--- src/rtl/chop_pkg.sv ---
package chop_pkg;

  typedef enum logic [1:0] {
    PH_IDLE  = 2'd0,
    PH_BLANK = 2'd1,
    PH_ON    = 2'd2,
    PH_OFF   = 2'd3
  } phase_e;

  // strobes from control to datapath
  typedef struct packed {
    logic clearAll;
    logic startOn;
    logic runOn;
    logic startOff;
    logic runOff;
  } ctrl_strobes_t;

  // compare results from datapath to control
  typedef struct packed {
    logic blankZero;
    logic blankLast;
    logic minOnMet;
    logic offLast;
  } dp_flags_t;

  localparam int NUM_TIMERS = 2;
  localparam int TMR_ON     = 0;
  localparam int TMR_OFF    = 1;

endpackage

--- src/rtl/chop_cycle_counter.sv ---
module chop_cycle_counter #(
  parameter int CNT_W = 12
) (
  input  logic             clk,
  input  logic             rst_n,
  input  logic             clr,
  input  logic             start,
  input  logic             run,
  output logic [CNT_W-1:0] count
);
  localparam logic [CNT_W-1:0] CNT_MAX = '1;

  always_ff @(posedge clk or negedge rst_n) begin
    if (!rst_n) begin
      count <= '0;
    end else if (clr || start) begin
      count <= '0;
    end else if (run && (count != CNT_MAX)) begin
      count <= count + 1'b1;
    end
  end
endmodule

--- src/rtl/offtime_chopper_dp.sv ---
module offtime_chopper_dp
  import chop_pkg::*;
#(
  parameter int CNT_W = 12
) (
  input  logic             clk,
  input  logic             rst_n,
  input  ctrl_strobes_t    strb,
  input  logic [CNT_W-1:0] blankLen,
  input  logic [CNT_W-1:0] minOnLen,
  input  logic [CNT_W-1:0] offLen,
  output dp_flags_t        flags
);
  localparam int EXT_W = CNT_W + 1;

  logic [NUM_TIMERS-1:0] tStart;
  logic [NUM_TIMERS-1:0] tRun;
  logic [CNT_W-1:0]      tCount [NUM_TIMERS];

  assign tStart[TMR_ON]  = strb.startOn;
  assign tRun[TMR_ON]    = strb.runOn;
  assign tStart[TMR_OFF] = strb.startOff;
  assign tRun[TMR_OFF]   = strb.runOff;

  for (genvar i = 0; i < NUM_TIMERS; i++) begin : g_timer
    chop_cycle_counter #(.CNT_W(CNT_W)) u_cnt (
      .clk   (clk),
      .rst_n (rst_n),
      .clr   (strb.clearAll),
      .start (tStart[i]),
      .run   (tRun[i]),
      .count (tCount[i])
    );
  end

  // cycles elapsed including the current one
  logic [EXT_W-1:0] onElapsed;
  logic [EXT_W-1:0] offElapsed;
  assign onElapsed  = {1'b0, tCount[TMR_ON]}  + EXT_W'(1);
  assign offElapsed = {1'b0, tCount[TMR_OFF]} + EXT_W'(1);

  always_comb begin
    flags.blankZero = (blankLen == '0);
    flags.blankLast = (onElapsed  >= {1'b0, blankLen});
    flags.minOnMet  = (onElapsed  >= {1'b0, minOnLen});
    flags.offLast   = (offElapsed >= {1'b0, offLen});
  end
endmodule

--- src/rtl/offtime_chopper_fsm.sv ---
module offtime_chopper_fsm
  import chop_pkg::*;
(
  input  logic          clk,
  input  logic          rst_n,
  input  logic          bridgeEn,
  input  logic          lowOnAck,
  input  logic          senseTrip,
  input  dp_flags_t     flags,
  output ctrl_strobes_t strb,
  output phase_e        phase
);
  phase_e state, stateNxt;
  logic   pending, pendingNxt;
  logic   tripHit;

  assign tripHit = senseTrip || pending;

  always_comb begin
    stateNxt   = state;
    pendingNxt = pending;
    strb       = '0;
    if (!bridgeEn) begin
      stateNxt      = PH_IDLE;
      pendingNxt    = 1'b0;
      strb.clearAll = 1'b1;
    end else begin
      case (state)
        PH_IDLE: begin
          if (lowOnAck) begin
            strb.startOn = 1'b1;
            pendingNxt   = 1'b0;
            stateNxt     = flags.blankZero ? PH_ON : PH_BLANK;
          end
        end
        PH_BLANK: begin
          strb.runOn = 1'b1;
          if (flags.blankLast) stateNxt = PH_ON;
        end
        PH_ON: begin
          strb.runOn = 1'b1;
          if (tripHit && flags.minOnMet) begin
            stateNxt      = PH_OFF;
            pendingNxt    = 1'b0;
            strb.startOff = 1'b1;
          end else if (senseTrip) begin
            pendingNxt = 1'b1;
          end
        end
        PH_OFF: begin
          strb.runOff = 1'b1;
          if (flags.offLast) stateNxt = PH_IDLE;
        end
        default: stateNxt = PH_IDLE;
      endcase
    end
  end

  always_ff @(posedge clk or negedge rst_n) begin
    if (!rst_n) begin
      state   <= PH_IDLE;
      pending <= 1'b0;
    end else begin
      state   <= stateNxt;
      pending <= pendingNxt;
    end
  end

  assign phase = state;
endmodule

--- src/rtl/offtime_chopper.sv ---
module offtime_chopper
  import chop_pkg::*;
#(
  parameter int CNT_W = 12
) (
  input  logic             clk,
  input  logic             rst_n,
  input  logic             bridgeEn,
  input  logic             lowOnAck,
  input  logic             senseTrip,
  input  logic [CNT_W-1:0] blankLen,
  input  logic [CNT_W-1:0] minOnLen,
  input  logic [CNT_W-1:0] offLen,
  output logic             chopReq,
  output logic [1:0]       phase
);
  ctrl_strobes_t strb;
  dp_flags_t     flags;
  phase_e        phaseInt;

  offtime_chopper_fsm u_fsm (
    .clk       (clk),
    .rst_n     (rst_n),
    .bridgeEn  (bridgeEn),
    .lowOnAck  (lowOnAck),
    .senseTrip (senseTrip),
    .flags     (flags),
    .strb      (strb),
    .phase     (phaseInt)
  );

  offtime_chopper_dp #(.CNT_W(CNT_W)) u_dp (
    .clk      (clk),
    .rst_n    (rst_n),
    .strb     (strb),
    .blankLen (blankLen),
    .minOnLen (minOnLen),
    .offLen   (offLen),
    .flags    (flags)
  );

  assign phase   = phaseInt;
  assign chopReq = (phaseInt == PH_OFF);
endmodule

--- config.mk ---
export PLATFORM = sky130hd
export DESIGN_NAME = offtime_chopper
export DESIGN_NICKNAME = d
export VERILOG_FILES = /design/src/rtl/chop_pkg.sv /design/src/rtl/chop_cycle_counter.sv /design/src/rtl/offtime_chopper_dp.sv /design/src/rtl/offtime_chopper_fsm.sv /design/src/rtl/offtime_chopper.sv
export SDC_FILE = /design/constraint.sdc
export NUM_CORES = 1
export LEC_CHECK = 0
export BUFFER_PORTS_ARGS = -buffer_cell sky130_fd_sc_hd__buf_4
export CORE_ASPECT_RATIO = 0.5
export CORE_MARGIN = 1.5
export CORE_UTILIZATION = 45
export DETAILED_ROUTE_END_ITERATION = 7
export PLACE_DENSITY_LB_ADDON = 0.15
export SLEW_MARGIN = 5
export SYNTH_ARGS = -nofsm -noshare
export SYNTH_HDL_FRONTEND = slang
export SYNTH_HIERARCHICAL = 1
export SYNTH_SLANG_ARGS = --single-unit
--- constraint.sdc ---
create_clock -name clk -period 4.87 [get_ports clk]
set_clock_uncertainty 0.2 [all_clocks]
set_input_delay 0.487 -clock clk [delete_from_list [all_inputs] [get_ports clk]]
set_output_delay 0.487 -clock clk [all_outputs]
set_load 0.1 [all_outputs]
==> results of run 1 <==
stage by stage:
step | hold WS [ns] | setup WS [ns]
global placement | 0.220 | 1.52
detailed placement | 0.227 | 1.44
floorplan | -0.00859 | 1.77
global route | 0.355 | 1.10
CTS | 0.316 | 1.42
finish | 0.311 | 1.44
path summary, 6_finish.rpt:
kind                                                       startpoint                                           to  depth (start not counted)
setup / recovery           u_dp/g_timer[0].u_cnt/count[0]$_DFFE_PN0P_  u_dp/g_timer[1].u_cnt/count[10]$_DFFE_PN0P_                         13
min in group asynchronous                                       rst_n   u_dp/g_timer[1].u_cnt/count[8]$_DFFE_PN0P_                          2
hold reg to reg                             u_fsm/pending$_DFFE_PN0P_                    u_fsm/pending$_DFFE_PN0P_                          2
hold / removal                                              senseTrip                    u_fsm/pending$_DFFE_PN0P_                          3
max in group asynchronous                                       rst_n  u_dp/g_timer[0].u_cnt/count[11]$_DFFE_PN0P_                          2
setup reg to reg           u_dp/g_timer[0].u_cnt/count[0]$_DFFE_PN0P_  u_dp/g_timer[1].u_cnt/count[10]$_DFFE_PN0P_                         13
synth_stat cells (3+ instances only):
master / count / area, sq um
a211oi_1: 5 / 37.5
a21o_1: 5 / 37.5
a21oi_1: 23 / 115
and2_1: 5 / 31.3
and3_1: 5 / 31.3
and4_1: 4 / 35.0
buf_4: 4 / 30.0
dfrtp_1: 27 / 676
ha_1: 44 / 551
inv_1: 43 / 161
mux2i_1: 4 / 40.0
nand2_1: 26 / 97.6
nand3_1: 21 / 105
nand4_1: 14 / 87.6
nor2_1: 17 / 63.8
nor3_1: 7 / 35.0
nor4_1: 5 / 31.3
o21ai_0: 21 / 105
o31ai_1: 3 / 22.5
or3_1: 8 / 50.1
xnor2_1: 15 / 131
xor2_1: 7 / 61.3
worst max-delay path, delay by kind of cell (launching register included):
family | cells | cell delay [ns]
fa+ha+maj | 2 | 0.54
xor+xnor | 1 | 0.22
flops | 1 | 0.50
simple gates | 6 | 1.07
compound gates | 4 | 0.79
per-layer routing:
metal  part of all wire [%]  track usage (%)
met5                      0                0
met4                    1.2             3.66
met3                    3.2             2.45
met2                     48             39.6
met1                     48             26.5
registers in the layout (all words and copies together), names as in the netlist:
| signal | cells |
|---|---|
| u_dp/g_timer.u_cnt/count | 24 |
| u_fsm/phase | 2 |
| u_fsm/pending | 1 |
report_power, final:
group          leakage, nW  internal (mW)  switching, mW  total [mW]
Clock               0.0371          0.112         0.0773       0.189
Combinational         1.25         0.0770          0.127       0.204
Sequential           0.375          0.233         0.0135       0.246
Total                 1.67          0.421          0.218       0.639
cells by family after synthesis:
group                    Yosys count  synth area share (%)
AND/OR/NAND/NOR                  130                  25.0
AO/OA/AOI/OAI                     75                  17.4
buffers and inverters             48                  6.81
adder cells (fa/ha/maj)           44                  19.2
flip-flops                        27                  23.6
XOR/XNOR                          22                  6.72
multiplexers                       4                  1.40
layout make-up:
| class | count | area (sq um) | area share [%] |
|---|---|---|---|
| clock buffer | 3 | 75.1 | 2.23 |
| clock inverter | 1 | 7.51 | 0.223 |
| multi-input combinational | 275 | 2000 | 59.4 |
| inverter | 43 | 161 | 4.80 |
| sequential | 27 | 676 | 20.1 |
| tap | 88 | 110 | 3.28 |
| timing repair buffer | 44 | 333 | 9.91 |
repair_timing:
item	4_1_cts	5_1_grt
hold endpoints to repair	27	0
buffers inserted	0	0
resized for setup	0	0
hold buffers	1	0
endpoints found under the setup margin	0	0
==> results.py, run 1 <==
metrics = {
    "run_status": {
        "status": "complete, no violations",
    },
    "pwr": {
        "vdd_ir_drop_max_uv": 118,
        "total_power_uw": 639,
        "powerDensity_nw_per_um2": 190,
        "p_leak_nw": 1.67,
    },
    "grt": {
        "overflow": 0,
        "grt_max_degree": 28,
        "grt_usage_pct": 21.0,
        "grt_pass1_wl_mm": 11.5,
        "grt_pass1_vias": 2639,
        "antenna_found_initial": 0,
    },
    "routing": {
        "routedWlPerCell_microns": 13.7,
        "drt-total-wl_mm": 6.58,
        "viasPerCell": 5.52,
        "drt_iter0_drc": 135,
        "antenna_left": 0,
        "drcViolationCount": 0,
        "dr.pass1.iters": 4,
        "vias": 2653,
    },
    "synth": {
        "ys_seq_elements": 27,
        "synth_area_sq_um": 2870,
        "synth_seq_area_share_pct": 23.6,
        "yosysUniqueCellTypes": 48,
        "syn_area_per_cell_sq_um": 8.19,
        "ys_warn_count": 6,
        "synthesis.nets": 435,
        "synth_cells": 350,
        "ys_dominant_reg_cell": "dfrtp_1",
        "synthArstFlopShare_pct": 100,
        "synth_edf_count": 0,
    },
    "clock_network": {
        "clk_latency_ns": 0.26,
        "cts_buffers": 3,
        "clockBufferDepth": 2,
        "cts_htree_levels": 1,
        "root_buffer": "clkbuf_16",
        "clk_pin_slew_ns": 0.07,
        "cts_tree": "done",
        "clock_sinks": 27,
    },
    "timing": {
        "slew_headroom_pct": 57.1,
        "setup_viol": 0,
        "fmax_mhz": 291,
        "fin_crit_sh_pct": 70.5,
        "slew_viol_final": 0,
        "setup_tns_ns": 0,
        "rsz0062_at_grt": "no",
        "hold_violations": 0,
        "worst_pin_slew_ns": 0.643,
        "post-route-min-period_ns": 3.43,
    },
    "worst_setup_path": {
        "crit_fanout": 10,
        "critPathLaunchType": "flop",
        "crit_required_ns": 4.84,
        "arrival_ns": 3.40,
        "regToRegSetupSlack_ns": 1.44,
        "critical_path_class": "flop to flop",
        "slowest_delay_ns": 0.50,
        "crit_path_end_kind": "flop",
        "path_cells": "ha_1, nand2_1, nor2_1, nand3_1, xnor2_1, ha_1, a22o_1, o41ai_1, nand4_1, o21ai_0, nor2_1, or2_2, a211oi_1",
        "slowest_stage": "dfrtp_1",
    },
    "finish": {
        "layout.nets": 479,
        "antenna_cells": 0,
        "areaGrowthSynthToFinish_pct": 17.1,
        "stdcell_area_sq_um": 3360,
        "drive_above_1_share_pct": 15.3,
        "final_common_cell": "ha_1",
        "n_fill_cell": 580,
        "utilization_pct": 55.0,
        "layout.cells.non_filler": 481,
        "layout_common_cells": "ha_1, buf_4, inv_1",
    },
    "flow_run": {
        "max_cap_violations": 0,
    },
    "floorplanning": {
        "core_sq_um": 6110,
        "initial_core_util_pct": 47.0,
        "die_y_microns": 59.5,
        "floorplan.rows": 20,
        "die-area_sq_um": 6890,
        "ios": 44,
        "die_w_microns": 116,
    },
    "place": {
        "place_inst": 476,
        "portBuffers": 43,
        "finalWeightedCongestion": 0.854,
        "place_hpwl_mm": 5.40,
        "post_dp_cell_area_sq_um": 3270,
    },
    "min_path": {
        "hp-class": "input port to flop",
    },
}
(Power assumes the default switching activity.)
==> inputs of run 2 (changes only) <==
==> constraint.sdc (replaced) <==
create_clock -name clk -period 2.8 [get_ports clk]
set_clock_uncertainty 0.2 [all_clocks]
set_input_delay 0.28 -clock clk [delete_from_list [all_inputs] [get_ports clk]]
set_output_delay 0.28 -clock clk [all_outputs]
set_load 0.1 [all_outputs]
==> run 2 against run 1 <==
  * The flow now finishes with violations (negative setup slack)
  * Via count is 6.5% higher
  * Combinational power is 90% higher
  * Critical path depth stayed put
  * First-iteration DRC count is 5.2% higher
  * Power is 81% higher
  * Cell area is 14% higher
  * Hold slack worse by 0.20 ns
  * Sequential share of layout area is 2.4 points lower
  * Global-route usage is 2.2 points higher
  * Largest power group unchanged
==> results.py, run 2 (same netlist as run 1, synthesis figures left out) <==
metrics = {
    "pwr": {
        "p_comb_share_pct": 33.6,
        "vdd_ir_drop_max_uv": 265,
        "p_leak_nw": 1.93,
        "powerDensity_nw_per_um2": 302,
        "pwr-share-clk_pct": 29.4,
        "total_power_mw": 1.16,
        "internal-power_uw": 750,
        "seqPwrFrac_pct": 37.0,
        "p_sw_share_pct": 35.1,
        "p_sw_uw": 407,
    },
    "finish": {
        "n_fill_cell": 553,
        "regMostFlops": "u_dp/g_timer.u_cnt/count",
        "layout.cells.non_filler": 521,
        "layout_common_cells": "buf_4, inv_1, ha_1",
        "final_common_cell": "buf_4",
        "largest_reg_flops": 24,
        "areaGrowthSynthToFinish_pct": 33.6,
        "antenna_cells": 0,
        "layout.nets": 519,
        "drive_above_1_share_pct": 30.3,
    },
    "worst_setup_path": {
        "path_buf_inv": 0,
        "slowest_stage": "dfrtp_2",
        "startpoint": "u_dp/g_timer[0].u_cnt/count[0]$_DFFE_PN0P_",
        "cp_top_family": "simple AND/OR/NAND/NOR gates",
        "crit_path_end_kind": "flop",
        "rr_worst_depth": 13,
        "crit_required_ns": 2.79,
        "slowest_delay_ns": 0.42,
        "critical_path_class": "flop to flop",
        "regToRegSetupSlack_ns": -0.17,
        "crit_fanout": 5,
        "rr_startpoint": "u_dp/g_timer[0].u_cnt/count[0]$_DFFE_PN0P_",
        "path_cells": "ha_4, nand2_4, nor2_4, nand3_2, xnor2_2, ha_1, a22o_1, o41ai_2, nand4_1, o21ai_2, nor2_2, or2_2, a211oi_2",
        "arrival_ns": 2.96,
        "critPathLaunchType": "flop",
        "reg2reg_to": "u_dp/g_timer[1].u_cnt/count[10]$_DFFE_PN0P_",
    },
    "grt": {
        "grt_max_degree": 28,
        "grt_pass1_wl_mm": 12.5,
        "grt_pass1_vias": 2834,
        "antenna_found_initial": 0,
        "overflow": 0,
        "grt_usage_pct": 23.2,
    },
    "floorplanning": {
        "ios": 44,
        "core_sq_um": 6110,
        "initial_core_util_pct": 47.0,
        "die_y_microns": 59.5,
        "die_w_microns": 116,
        "floorplan.rows": 20,
        "die-area_sq_um": 6890,
    },
    "routing": {
        "viasPerCell": 5.42,
        "drt-total-wl_mm": 7.44,
        "routedWlPerCell_microns": 14.3,
        "drcViolationCount": 0,
        "antenna_left": 0,
        "dr.pass1.iters": 5,
        "vias": 2826,
        "drt_iter0_drc": 142,
    },
    "run_status": {
        "status": "finished with violations",
        "violations": "negative setup slack",
    },
    "flow_run": {
        "max_cap_violations": 0,
    },
    "timing": {
        "setup_viol": 13,
        "finalWorstSetupSlack_ns": -0.172,
        "fin_crit_sh_pct": 106,
        "slew_viol_final": 0,
        "hold_violations": 0,
        "worst_pin_slew_ns": 0.642,
        "post-route-min-period_ns": 2.97,
        "slew_headroom_pct": 57.2,
        "fmax_mhz": 336,
        "rsz0062_at_grt": "yes",
    },
    "min_path": {
        "hold_start": "senseTrip",
        "hold_depth": 3,
        "hp-class": "input port to flop",
        "holdPathEnd": "u_fsm/pending$_DFFE_PN0P_",
    },
    "place": {
        "finalWeightedCongestion": 0.838,
        "place_inst": 511,
        "portBuffers": 43,
        "pre_cts_ws_ns": -0.285,
        "place_hpwl_mm": 5.91,
    },
    "clock_network": {
        "clk_latency_ns": 0.27,
        "root_buffer": "clkbuf_16",
        "clock_sinks": 27,
        "cts_buffers": 3,
        "clk_pin_slew_ns": 0.07,
        "cts_htree_levels": 1,
        "cts_tree": "done",
        "clockBufferDepth": 2,
    },
}
==> run 2: cell count changes in the layout (fill, tap and decap cells not counted), sizes merged <==
cell	change
buf	+39
or2	+1
==> run 2: worst max-delay path by stage <==
stage	end	slack, ns	cells after the start
4_1_cts	u_fsm/phase[1]$_DFFE_PN0P_	-0.15	14
6_report	u_dp/g_timer[1].u_cnt/count[10]$_DFFE_PN0P_	-0.17	13
3_3_place_gp	u_dp/g_timer[1].u_cnt/count[1]$_DFFE_PN0P_	-0.23	14
3_5_place_dp	u_dp/g_timer[1].u_cnt/count[2]$_DFFE_PN0P_	-0.28	13
5_1_grt	u_dp/g_timer[1].u_cnt/count[10]$_DFFE_PN0P_	-0.28	13
2_1_floorplan	u_dp/g_timer[1].u_cnt/count[10]$_DFFE_PN0P_	-0.11	14
==> run 2: repair_timing <==
action,CTS,global route
pin swaps,13,9
endpoints found under the hold margin,27,0
gates resized for setup,12,17
hold buffers,1,0
setup endpoints to repair,15,15
buffers inserted,1,3
gates cloned,0,1
==> run 2: power by group through the flow <==
stage	clock (mW)	sequential, mW	combinational (mW)
after global routing	0.372	0.431	0.428
final	0.340	0.428	0.388
after floorplan	0	0.495	0.190
after detailed placement	0	0.433	0.382
after CTS	0.351	0.427	0.385
after global placement	0	0.432	0.369
==> run 2: worst reg2reg max path: cells and delay by family (launching register included) <==
kind | cells | cell delay [ns]
simple gates | 6 | 0.89
compound gates | 4 | 0.74
fa+ha+maj | 2 | 0.48
flops | 1 | 0.42
xor+xnor | 1 | 0.17
==> run 2: final cells by class <==
type                       instances  area, sq um  share of cell area (%)
sequential                        27          681                    17.8
timing repair buffer              83          629                    16.4
multi-input combinational        276         2170                    56.6
tap                               88          110                    2.87
clock inverter                     1         7.51                   0.196
inverter                          43          161                    4.21
clock buffer                       3         75.1                    1.96
==> run 2: stage by stage <==
stage | hold slack [ns] | utilization, % | setup TNS [ns] | cell area [sq um]
6_report | 0.111 | 62.8 | -1.34 | 3830
5_1_grt | 0.123 | 62.8 | -3.00 | 3830
3_3_place_gp | 0.0119 | 58.8 | -2.47 | 3590
2_1_floorplan | -0.216 | - | -0.718 | 2930
4_1_cts | 0.109 | 61.0 | -1.16 | 3720
3_5_place_dp | 0.0227 | 58.8 | -3.45 | 3590
==> run 2: routing by layer <==
layer  vias up  wire length, microns  part of all wire, %  global-route usage (%)
li1       1442                     -                    -                       -
met1      1323                  3330                   45                    27.6
met2        57                  3810                   51                    45.1
met3         4                   237                  3.2                    2.86
met4         0                    60                 0.81                    5.40
met5         -                     0                    0                       0
